## config.mk

```make
export PLATFORM = sky130hd
export DESIGN_NAME = branch_seq
export DESIGN_NICKNAME = d
export VERILOG_FILES = /design/src/rtl/branch_seq_pkg.sv /design/src/rtl/branch_cond_eval.sv /design/src/rtl/branch_slot_ctrl.sv /design/src/rtl/branch_seq.sv
export SDC_FILE = /design/constraint.sdc
export NUM_CORES = 1
export LEC_CHECK = 0
export BUFFER_PORTS_ARGS = -buffer_cell sky130_fd_sc_hd__buf_2
export CORE_MARGIN = 1.5
export CORE_UTILIZATION = 30
export CTS_CLUSTER_SIZE = 25
export DETAILED_ROUTE_END_ITERATION = 10
export GPL_ROUTABILITY_DRIVEN = 0
export SYNTH_ARGS = -nofsm -noshare
export SYNTH_HDL_FRONTEND = slang
export SYNTH_SLANG_ARGS = --single-unit
```

## constraint.sdc

```tcl
create_clock -name clk_i -period 2.72 [get_ports clk_i]
set_input_delay 0.544 -clock clk_i [delete_from_list [all_inputs] [get_ports clk_i]]
set_output_delay 0.544 -clock clk_i [all_outputs]
set_load 0.005 [all_outputs]
```

## src/rtl/branch_seq_pkg.sv

```systemverilog
package branch_seq_pkg;
  typedef enum logic [1:0] {
    BT_NONE = 2'b00,
    BT_COND = 2'b01,
    BT_JUMP = 2'b10,
    BT_RSVD = 2'b11
  } br_type_e;

  localparam logic [3:0] COND_NEVER  = 4'h0;
  localparam logic [3:0] COND_ALWAYS = 4'h8;
endpackage

```

## src/rtl/branch_cond_eval.sv

```systemverilog
module branch_cond_eval (
  input  logic [3:0] cond_i,
  input  logic [3:0] icc_i,
  output logic       pass_o
);
  logic n, z, v, c;
  logic [7:0] base;

  assign {n, z, v, c} = icc_i;

  // lower half; upper half is the complement
  assign base[0] = 1'b0;
  assign base[1] = z;
  assign base[2] = z | (n ^ v);
  assign base[3] = n ^ v;
  assign base[4] = c | z;
  assign base[5] = c;
  assign base[6] = n;
  assign base[7] = v;

  assign pass_o = base[cond_i[2:0]] ^ cond_i[3];
endmodule

```

## src/rtl/branch_slot_ctrl.sv

```systemverilog
module branch_slot_ctrl
  import branch_seq_pkg::*;
(
  input  br_type_e   br_type_i,
  input  logic [3:0] cond_i,
  input  logic       annul_bit_i,
  input  logic       pass_i,
  input  logic       cur_annulled_i,
  output logic       taken_o,
  output logic       annul_next_o
);
  logic live_cond, live_jump;

  assign live_cond = !cur_annulled_i && (br_type_i == BT_COND);
  assign live_jump = !cur_annulled_i && (br_type_i == BT_JUMP);

  assign taken_o = (live_cond && pass_i) || live_jump;

  // annul on not-taken, or on branch-always
  assign annul_next_o = live_cond && annul_bit_i &&
                        (!pass_i || (cond_i == COND_ALWAYS));
endmodule

```

## src/rtl/branch_seq.sv

```systemverilog
module branch_seq
  import branch_seq_pkg::*;
#(
  parameter int unsigned ADDR_W      = 32,
  parameter int unsigned INSTR_BYTES = 4,
  parameter logic [ADDR_W-1:0] RESET_PC = '0
) (
  input  logic              clk_i,
  input  logic              rst_ni,
  input  logic              step_i,
  input  logic              redirect_i,
  input  logic [ADDR_W-1:0] redirect_pc_i,
  input  logic [1:0]        br_type_i,
  input  logic [3:0]        cond_i,
  input  logic              annul_bit_i,
  input  logic [ADDR_W-1:0] target_i,
  input  logic [3:0]        icc_i,
  output logic [ADDR_W-1:0] pc_o,
  output logic [ADDR_W-1:0] npc_o,
  output logic              annul_o
);
  localparam logic [ADDR_W-1:0] INC = ADDR_W'(INSTR_BYTES);

  logic [ADDR_W-1:0] pc_q, npc_q;
  logic              annul_q;
  logic              pass, taken, annul_nxt;
  br_type_e          br_type;

  assign br_type = br_type_e'(br_type_i);

  branch_cond_eval u_cond (
    .cond_i (cond_i),
    .icc_i  (icc_i),
    .pass_o (pass)
  );

  branch_slot_ctrl u_slot (
    .br_type_i      (br_type),
    .cond_i         (cond_i),
    .annul_bit_i    (annul_bit_i),
    .pass_i         (pass),
    .cur_annulled_i (annul_q),
    .taken_o        (taken),
    .annul_next_o   (annul_nxt)
  );

  always_ff @(posedge clk_i or negedge rst_ni) begin
    if (!rst_ni) begin
      pc_q    <= RESET_PC;
      npc_q   <= RESET_PC + INC;
      annul_q <= 1'b0;
    end else if (redirect_i) begin
      pc_q    <= redirect_pc_i;
      npc_q   <= redirect_pc_i + INC;
      annul_q <= 1'b0;
    end else if (step_i) begin
      pc_q    <= npc_q;
      npc_q   <= taken ? target_i : npc_q + INC;
      annul_q <= annul_nxt;
    end
  end

  assign pc_o    = pc_q;
  assign npc_o   = npc_q;
  assign annul_o = annul_q;
endmodule

```

After elaboration in Yosys (flattened, before gate mapping)
Index checks and enable logic that the tools add are counted.

cells by class
  bitwise operators = 4
  reduce and logical (&&, ||, !) cells = 10
  add/sub/neg operators = 2
  multipliers = 0
  divide/modulo/power cells = 0
  eq/ne operators = 3
  magnitude comparators = 1
  multiplexer cells = 9
  shifts and indexed selects = 0

operators by type and width
  cell                                                                   number
  32-bit 2-to-1 mux                                                      5
  32-bit by 3-bit adder with 32-bit output, second input constant        2
  1-bit logical AND                                                      5
  4-bit equality test, second input constant                             1
  3-bit by 4-bit < comparator with 1-bit output, second input constant   1
  1-bit binary-select mux with 3-bit select                              1
  1-bit 2-to-1 mux                                                       3
  2-bit by 1-bit equality test with 1-bit output, second input constant  1
  2-bit equality test, second input constant                             1
  1-bit logical NOT                                                      2
  1-bit logical OR                                                       2
  1-bit bitwise OR                                                       2
  2-bit nonzero test                                                     1
  1-bit bitwise XOR                                                      2

storage, ports and cells
  bits in writable memories = 0
  bits in read-only memories = 0
  latch bits = 0
  register bits after elaboration = 65
  memories kept = 0
  output and inout port bits = 65
  logic and storage cells = 32

Depth between registers and ports, before layout
Gate-level depths: netlist of run 1.

  depth after elaboration = 10
  mapped depth = 10

Hierarchy
A second synthesis of run 1 with hierarchy kept.

unflattened totals
  cell total of the unflattened synthesis = 532
  area, all modules = 4,541.9 um2

by module, submodules not included
  module            area an instance (um2)  seq. area each (um2)  cells each  instances
  branch_seq        4,424.2                 1,627.8               517         1
  branch_cond_eval  70.1                    0.0                   9           1
  branch_slot_ctrl  47.5                    0.0                   6           1

Worst setup path after synthesis of run 1
No wires, ideal clock.

  path kind = in2reg
  from = input cond_i[1]
  to = register npc_q[9], in the netlist npc_o[9]
  data arrival time = 2,147 ps
  library setup time = 122 ps
  stages on the path = 9
  path slack = 451 ps
  cells stage by stage = buf_6 > xor2_1 > a221oi_2 > o21a_1 > o21ai_2 > and2_4 > buf_6 > or3_1 > a32o_1

between the ends
  cells in the longest elaborated chain, start to end = 8

ends and longest elaborated chain
  item                                       line                    RTL
  from (decl)                                branch_seq.sv:14        input logic [3:0] cond_i,
  1-bit binary-select mux with 3-bit select  branch_cond_eval.sv:21  assign pass_o = base[cond_i[2:0]] ^ cond_i[3];
  1-bit 2-to-1 mux (implied by the code)     branch_cond_eval.sv:21
  1-bit bitwise XOR                          branch_cond_eval.sv:21
  1-bit logical AND                          branch_slot_ctrl.sv:17  assign taken_o = (live_cond && pass_i) || live_jump;
  1-bit logical OR                           branch_slot_ctrl.sv:17
  32-bit 2-to-1 mux                          branch_seq.sv:58        npc_q <= taken ? target_i : npc_q + INC;
  32-bit 2-to-1 mux                          branch_seq.sv:56        end else if (step_i) begin
  32-bit 2-to-1 mux                          branch_seq.sv:52        end else if (redirect_i) begin
  to (signal assigned)                       branch_seq.sv:50        npc_q <= RESET_PC + INC;
  to (signal assigned)                       branch_seq.sv:54        npc_q <= redirect_pc_i + INC;
  to (signal assigned)                       branch_seq.sv:58
  to (decl)                                  branch_seq.sv:24        logic [ADDR_W-1:0] pc_q, npc_q;

Every way passes these cells. The select of a mux whose other input is x is not followed.
A chain may end at the register's enable or synchronous reset.

Worst setup path in the final report of run 1
  from = register npc_q[2], in the netlist npc_o[2]
  to = register npc_q[30], in the netlist npc_o[30]

between the ends
  cells in the longest elaborated chain, start to end = 4

ends and longest elaborated chain
  item                                      line
  32-bit by 3-bit adder with 32-bit output  branch_seq.sv:58
  32-bit 2-to-1 mux                         branch_seq.sv:58
  32-bit 2-to-1 mux                         branch_seq.sv:56
  32-bit 2-to-1 mux                         branch_seq.sv:52

Every way passes these cells. The select of a mux whose other input is x is not followed.

==> results of run 1 <==
[sequential cells by signal, summed over array words and instances, names as in the netlist]
| name | cells |
|---|---|
| annul_o | 1 |
| npc_o | 32 |
| pc_o | 32 |
[worst paths after layout]
check	to	depth (start not counted)	start	slack (ps)
setup / recovery	npc_o[30]	8	npc_o[2]	350
hold / removal	pc_o[4]	2	rst_ni	210
setup reg to reg	npc_o[30]	8	npc_o[2]	350
hold reg to reg	pc_o[15]	2	pc_o[15]	560
max in group asynchronous	npc_o[2]	2	rst_ni	2180
min in group clk_i	pc_o[18]	3	redirect_pc_i[18]	460
[stage by stage]
step | area (um^2) | util
after floorplan | 4518 | -
after global placement | 5500 | 0.3756
after detailed placement | 5500 | 0.3756
after CTS | 5831 | 0.3982
after global routing | 5831 | 0.3982
final | 5831 | 0.3982
[cell type report]
class                      count  share of cell area
inverter                       6            0.003863
timing repair buffer         166              0.1609
tap                          184             0.03949
clock buffer                  13             0.04635
multi-input combinational    428              0.4599
clock inverter                 2             0.01030
sequential                    65              0.2792
[Yosys cell counts, types with 3 or more instances]
library cell	instances
a21oi_1	22
a311o_1	3
a31oi_1	4
and3_1	17
and4_1	4
buf_1	5
buf_2	5
buf_6	5
clkbuf_1	23
dfrtp_1	64
inv_1	6
mux2i_1	47
nand2_1	71
nand2b_1	5
nand3_1	32
nand4_1	21
nor2_1	34
nor2b_1	6
nor3_1	20
nor4_1	4
nor4b_1	3
o21ai_0	51
o221ai_1	5
o31ai_1	3
or3_1	5
xnor2_1	22
xor2_1	11
[critical path, stage by stage (launching register included)]
cell and delay [ps]:
dfstp_2 600, ha_1 210, nand3_1 190, nor2_1 240
and3_1 490, nand4_1 180, nor2_1 120, a21oi_1 70
o211ai_1 170
[routing by layer]
metal  GRT usage  vias up  wire [um]
met5           0        -          0
met4     0.04856        0        163
met3     0.04715       19       1110
met2      0.3209      187       7454
met1      0.2631     2286       6831
li1            -     2242          -
[cell families (layout without fill, tap and decap cells)]
group | Yosys count | after routing
adders and majority gates | 2 | 2
AOI/OAI and AO/OA | 114 | 114
buffers and inverters | 44 | 187
and+or+nand+nor | 231 | 231
xor gates and xnor gates | 33 | 33
muxes | 48 | 48
DFF | 65 | 65
[report_power, final]
| part | switching, mW | internal [mW] | leakage, nW |
|---|---|---|---|
| logic | 0.364 | 0.314 | 1.71 |
| registers | 0.133 | 1.08 | 0.778 |
| clock network | 0.436 | 0.873 | 0.162 |
[cell usage in the layout (no fill, tap or decap), types with 5 or more instances in the layout]
cell	netlist	routed
inv_1	6	6
buf_2	5	143
o221ai_1	5	5
nand3_1	32	32
a21oi_1	22	22
or3_1	5	5
o21ai_0	51	51
xnor2_1	22	22
nand4_1	21	21
mux2i_1	47	47
dfrtp_1	64	64
nand2b_1	5	5
nand2_1	71	71
nor2_1	34	34
buf_4	0	19
and3_1	17	17
nor2b_1	6	6
xor2_1	11	11
nor3_1	20	20
clkbuf_16	0	9
==> metrics.cfg, run 1 <==
[timing]
rsz0062_at_grt=no
relSlewSlack=0.6086
setup-violations-final=0
clock_skew_ps=8.960
fin_setup_tns_ps=0
fin_ws_ps=354.8
tightestPinTransition_ps=586.5
finalHoldViolCount=0
whs_ps=213.3
max_freq_ghz=0.4228
slew_violations=0
min_period_ps=2365
fin_crit_sh=0.8696

[logic_synthesis]
synth-xor-area-share=0.06397
avgSynthCellArea_um2=8.414
yosysTopAreaCellShare=0.3545
synth.cell_area_mm2=0.004518
ys_warn_count=0
ys_seq_elements=65
synth.distinct_cells=53
synth.area.mux_share=0.1066
synth_top_family_by_area=simple AND/OR/NAND/NOR gates
synth-adder-area-share=0.005539
synth_compound_area_frac=0.1601
synth_edf_count=0
yosysSeqAreaShare=0.3603
yosysTopAreaCell=dfrtp_1
synth-simple-area-share=0.2573
synthFlopType=dfrtp_1
syn_nets=618
synthArstFlopShare=1.000
synth_area_leaders=dfrtp_1 (35%), mux2i_1 (10%), nand2_1 (5.9%)
syn-instance-count=537

[floorplan]
fp-row-count=44
die-height_um=125.7
fp.dieW_um=125.7
die-area_mm2=0.01581
core_mm2=0.01464
initial_utilization=0.3085
ios=144

[global_route]
grt_max_degree=66
grt_pass1_wl_mm=24.62
antenna_found_initial=0
first_global_vias=4578
grtUsageTotal=0.1969
grt_overflow=0

[worst_setup_path]
required_ps=2970
end_kind=register
cp-start-kind=register
arrival_ps=2620
worstSetupPathType=reg2reg
crit_fanout=10

[cts]
worst_skew_pair.late_latency_ps=340
cts_tree=yes
numCtsBuffers=9
postCtsSetupBuffers=0
cts_root_buf=clkbuf_16
ctsHoldBuffers=0
htreeDepth=3
clock_sinks=65
cts.repair.resized=0
clk_pin_slew_ps=50
ctsLongestPathBuffers=2

[layout]
fillers=1507
insertedDiodeCount=0
stdcell_count=864
ff_latch_area_mm2=0.001628
drive_gt1_frac=0.2794
nets=757
multi_input_comb_area_mm2=0.002681
syn_to_final_growth_pct=29.05

[routing]
first_iter_violations=450
wl_per_cell_um=18.01
num_vias=4734
drt_wl_total_mm=15.56
vias_per_cell=5.479
drtPass1Iterations=8
drc=10
final_antenna_net_count=0

[power_and_ir_drop]
power_density_mw_per_mm2=548.5
max-vdd-ir-drop_mv=0.3615
p_leak_nw=2.652
power_mw=3.198

[run_status]
violations=DRC
status=finished with violations

[hold_path]
hp-class=in2async

[placement]
port_buffers=143
place_ws_ps=162.5
dp_hpwl_mm=11.07
place_inst=849

[run]
drv_cap=0

No activity file was read; power rests on OpenSTA's default activity.
==> run 2: changes to the inputs <==
--- a/config.mk
+++ b/config.mk
@@ -5,12 +5,13 @@
 export SDC_FILE = /design/constraint.sdc
 export NUM_CORES = 1
 export LEC_CHECK = 0
-export BUFFER_PORTS_ARGS = -buffer_cell sky130_fd_sc_hd__buf_2
+export BUFFER_PORTS_ARGS = -buffer_cell sky130_fd_sc_hd__buf_4
 export CORE_MARGIN = 1.5
 export CORE_UTILIZATION = 30
 export CTS_CLUSTER_SIZE = 25
 export DETAILED_ROUTE_END_ITERATION = 10
 export GPL_ROUTABILITY_DRIVEN = 0
+export SKIP_LAST_GASP = 1
 export SYNTH_ARGS = -nofsm -noshare
 export SYNTH_HDL_FRONTEND = slang
 export SYNTH_SLANG_ARGS = --single-unit
==> metrics.cfg, run 2 (synthesis results as in run 1) <==
[layout]
final_cell_area_mm2=0.006082
nets=754
final_cell_mix=buf_4 (161), nand2_1 (71), dfrtp_1 (64)
layout_commonest_cell=buf_4
syn_to_final_growth_pct=34.62
utilization=0.4153
drive_gt1_frac=0.2714
insertedDiodeCount=0

[worst_setup_path]
startpoint=npc_o[2]
timing.rr.start=npc_o[2]
crit_path_top_delay_cell=dfstp_2
cp-start-kind=register
critPathMaxStageDelay_ps=610
crit_family=simple AND/OR/NAND/NOR gates
required_ps=2970
end_kind=register
path_depth=7
arrival_ps=2690
crit_fanout=8
reg2reg_slack_ps=280
worst_r2r_path_depth=7
path_buf_inv=0
rr_endpoint=npc_o[27]
worstPathCellList=nand4_1, nor4_1, and2_1, nor2b_1, a21o_1, o221ai_1, o32ai_1
worstSetupPathType=reg2reg

[cts]
worst_skew_pair.late_latency_ps=350
ctsLongestPathBuffers=2
cts_root_buf=clkbuf_16
htreeDepth=3
clk_pin_slew_ps=60
ctsHoldBuffers=0
cts.repair.resized=0
numCtsBuffers=9
cts_tree=yes
clock_sinks=65
postCtsSetupBuffers=0

[placement]
place_area_mm2=0.005811
port_buffers=143
dp_hpwl_mm=11.28

[timing]
fin_setup_tns_ps=0
clock_skew_ps=8.003
finalHoldViolCount=0
rsz0062_at_grt=no
slew_violations=0
setup-violations-final=0
relSlewSlack=0.4067
tightestPinTransition_ps=890.0
min_period_ps=2443
max_freq_ghz=0.4093
fin_crit_sh=0.8983

[floorplan]
fp.dieW_um=125.7
die-area_mm2=0.01581
ios=144
fp-row-count=44
initial_utilization=0.3085
die-height_um=125.7
core_mm2=0.01464

[global_route]
antenna_found_initial=0
grt_overflow=0
grt_max_degree=76
grtUsageTotal=0.2008
grt_pass1_wl_mm=24.92
first_global_vias=4590

[power_and_ir_drop]
power_density_mw_per_mm2=506.6
p_leak_nw=2.714
max-vdd-ir-drop_mv=0.2802

[run]
drv_cap=0

[routing]
vias_per_cell=5.501
drtPass1Iterations=8
first_iter_violations=393
drc=10
num_vias=4742
wl_per_cell_um=18.40
drt_wl_total_mm=15.86
final_antenna_net_count=0

[run_status]
violations=DRC
status=finished with violations

[hold_path]
hp-class=in2async

-- run 2: cell count changes in the layout (fill, tap and decap cells not counted) --
| cell | previous run | this run |
|---|---|---|
| buf_4 | 19 | 161 |
| clkbuf_1 | 1 | 5 |
| buf_12 | 4 | 2 |
| bufinv_16 | 2 | 0 |
| buf_2 | 143 | 0 |
| clkbuf_8 | 3 | 2 |
-- run 2: per-layer routing --
| metal | share of wire | global-route usage |
|---|---|---|
| met5 | 0 | 0 |
| met3 | 0.063 | 0.03781 |
| met1 | 0.45 | 0.2712 |
| met4 | 0.019 | 0.07387 |
| met2 | 0.47 | 0.3203 |
-- run 2: final cells by class --
class | instances | area (um^2)
fill | 1489 | 8562
clock buffer | 16 | 271.5
sequential | 65 | 1628
multi-input combinational | 428 | 2681
tap | 184 | 230.2
timing repair buffer | 163 | 1249
inverter | 6 | 22.52
-- run 2: how the worst max path moves through the flow --
stage	slack, ps	end
floorplan	450	npc_o[9]
global placement	270	npc_o[22]
detailed placement	250	npc_o[9]
CTS	310	npc_o[27]
global route	110	npc_o[27]
finish	280	npc_o[27]
-- run 2: power by group --
group / leakage [nW] / internal, mW / switching [mW]
combinational: 1.81 / 0.394 / 0.362
clock: 0.131 / 0.669 / 0.437
sequential: 0.778 / 1.08 / 0.140
-- run 2: stage by stage --
| step | power (mW) | setup WS [ps] | hold WS (ps) | cells |
|---|---|---|---|---|
| 2_1_floorplan | 1.555 | 451.5 | 248.4 | 537 |
| 3_3_place_gp | 1.971 | 273.1 | 551.3 | 846 |
| 3_5_place_dp | 1.992 | 245.4 | 563.7 | 846 |
| 4_1_cts | 3.108 | 311.9 | 361.9 | 862 |
| 5_1_grt | 3.232 | 112.5 | 406.9 | 862 |
| 6_report | 3.081 | 276.6 | 323.4 | 862 |
==> run 3: changes to the inputs <==
==> constraint.sdc (replaced) <==
create_clock -name clk_i -period 2.8 [get_ports clk_i]
set_input_delay 0.56 -clock clk_i [delete_from_list [all_inputs] [get_ports clk_i]]
set_output_delay 0.56 -clock clk_i [all_outputs]
set_load 0.005 [all_outputs]
==> metrics.cfg, run 3 (synthesis results as in run 1) <==
[run_status]
status=finished with violations
violations=DRC

[worst_setup_path]
crit_path_top_delay_cell=dfstp_2
cpMostUsedCell=and3_1
required_ps=3050
worstPathCellList=ha_1, nand3_1, nor2_1, and3_1, and3_1, o21ai_0, a211oi_1
end_kind=register
crit_fanout=10
arrival_ps=2690
worstSetupPathType=reg2reg
cp-start-kind=register
critPathMaxStageDelay_ps=600

[power_and_ir_drop]
power_density_mw_per_mm2=488.1
swShare=0.3020
clkPwrFrac=0.353
p_leak_nw=2.715
switchingPower_mw=0.8966
p_comb_frac=0.249
max-vdd-ir-drop_mv=0.2748
internal-power_mw=2.072
power_frac_seq=0.398

[global_route]
grt_overflow=0
grt_pass1_wl_mm=24.94
grtUsageTotal=0.2011
grt_max_degree=66
antenna_found_initial=0
first_global_vias=4593

[cts]
cts_root_buf=clkbuf_16
ctsLongestPathBuffers=2
clock_sinks=65
cts_tree=yes
htreeDepth=3
worst_skew_pair.late_latency_ps=340
cts.repair.resized=0
postCtsSetupBuffers=0
clk_pin_slew_ps=50
ctsHoldBuffers=0
numCtsBuffers=9

[routing]
final_antenna_net_count=0
met3WireLength_mm=1.109
first_iter_violations=448
drtPass1Iterations=8
highest_layer=met4
wl_met2_mm=7.393
drc=10
m1WireLength_mm=6.981
num_vias=4771
drt_wl_total_mm=15.85
wl_per_cell_um=18.41
vias_per_cell=5.541

[layout]
drive_gt1_frac=0.2733
nets=755
syn_to_final_growth_pct=34.62
ff_latch_area_mm2=0.001628
insertedDiodeCount=0
layout_commonest_cell=buf_4
utilization=0.4153
final_cell_mix=buf_4 (162), nand2_1 (71), dfrtp_1 (64)
multi_input_comb_area_mm2=0.002681
fillers=1493

[floorplan]
core_mm2=0.01464
die-area_mm2=0.01581
ios=144
fp.dieW_um=125.7
fp-row-count=44
die-height_um=125.7
initial_utilization=0.3085

[timing]
max_freq_ghz=0.4087
setup-violations-final=0
fin_setup_tns_ps=0
fin_crit_sh=0.8739
fin_ws_ps=353.1
slew_violations=0
tightestPinTransition_ps=890.2
finalHoldViolCount=0
min_period_ps=2447
clock_skew_ps=4.417
relSlewSlack=0.4065
rsz0062_at_grt=no

[run]
drv_cap=0

[placement]
port_buffers=143
dp_hpwl_mm=11.32
place_ws_ps=238.7

[hold_path]
hp-class=in2async

[run 3: path summary, 6_finish.rpt]
path / from / endpoint / slack [ps] / cells after the start
worst max-delay path: npc_o[2] / npc_o[26] / 350 / 7
worst min-delay path: rst_ni / pc_o[4] / 350 / 1
worst max register to register: npc_o[2] / npc_o[26] / 350 / 7
worst min register to register: pc_o[25] / pc_o[25] / 570 / 2
max in group asynchronous: rst_ni / pc_o[21] / 1880 / 1
min in group clk_i: redirect_pc_i[7] / pc_o[7] / 460 / 3
[run 3: per-layer routing]
metal / global-route usage / vias to the layer above
li1: - / 2246
met1: 0.2642 / 2302
met2: 0.3206 / 199
met3: 0.04715 / 24
met4: 0.07866 / 0
met5: 0 / -
[run 3: layout make-up]
class	instances	share of cell area
well taps	184	0.03785
inverters	6	0.003703
multi-input cells	428	0.4409
clock buffers	14	0.04341
flip-flops and latches	65	0.2676
repair buffers	164	0.2065
[run 3: metrics by stage]
step / cells / instance area (um^2) / power (mW) / hold slack, ps
2_1_floorplan: 537 / 4518 / 1.510 / 264.4
3_3_place_gp: 847 / 5818 / 1.917 / 550.8
3_5_place_dp: 847 / 5818 / 1.937 / 560.6
4_1_cts: 861 / 6082 / 2.995 / 382.9
5_1_grt: 861 / 6082 / 3.113 / 421.9
6_report: 861 / 6082 / 2.969 / 348.9
[run 3: critical path, delay by kind of cell (launching register included)]
| kind | cells | cell delay (ps) |
|---|---|---|
| simple gates | 4 | 1220 |
| flops | 1 | 600 |
| fa+ha+maj | 1 | 210 |
| compound gates | 2 | 330 |
[run 3: power groups by stage]
stage / clock (mW) / combinational [mW] / sequential, mW
after global routing: 1.10 / 0.814 / 1.20
after detailed placement: 0 / 0.743 / 1.19
final: 1.05 / 0.740 / 1.18
after global placement: 0 / 0.727 / 1.19
after floorplan: 0 / 0.344 / 1.17
after CTS: 1.07 / 0.744 / 1.18
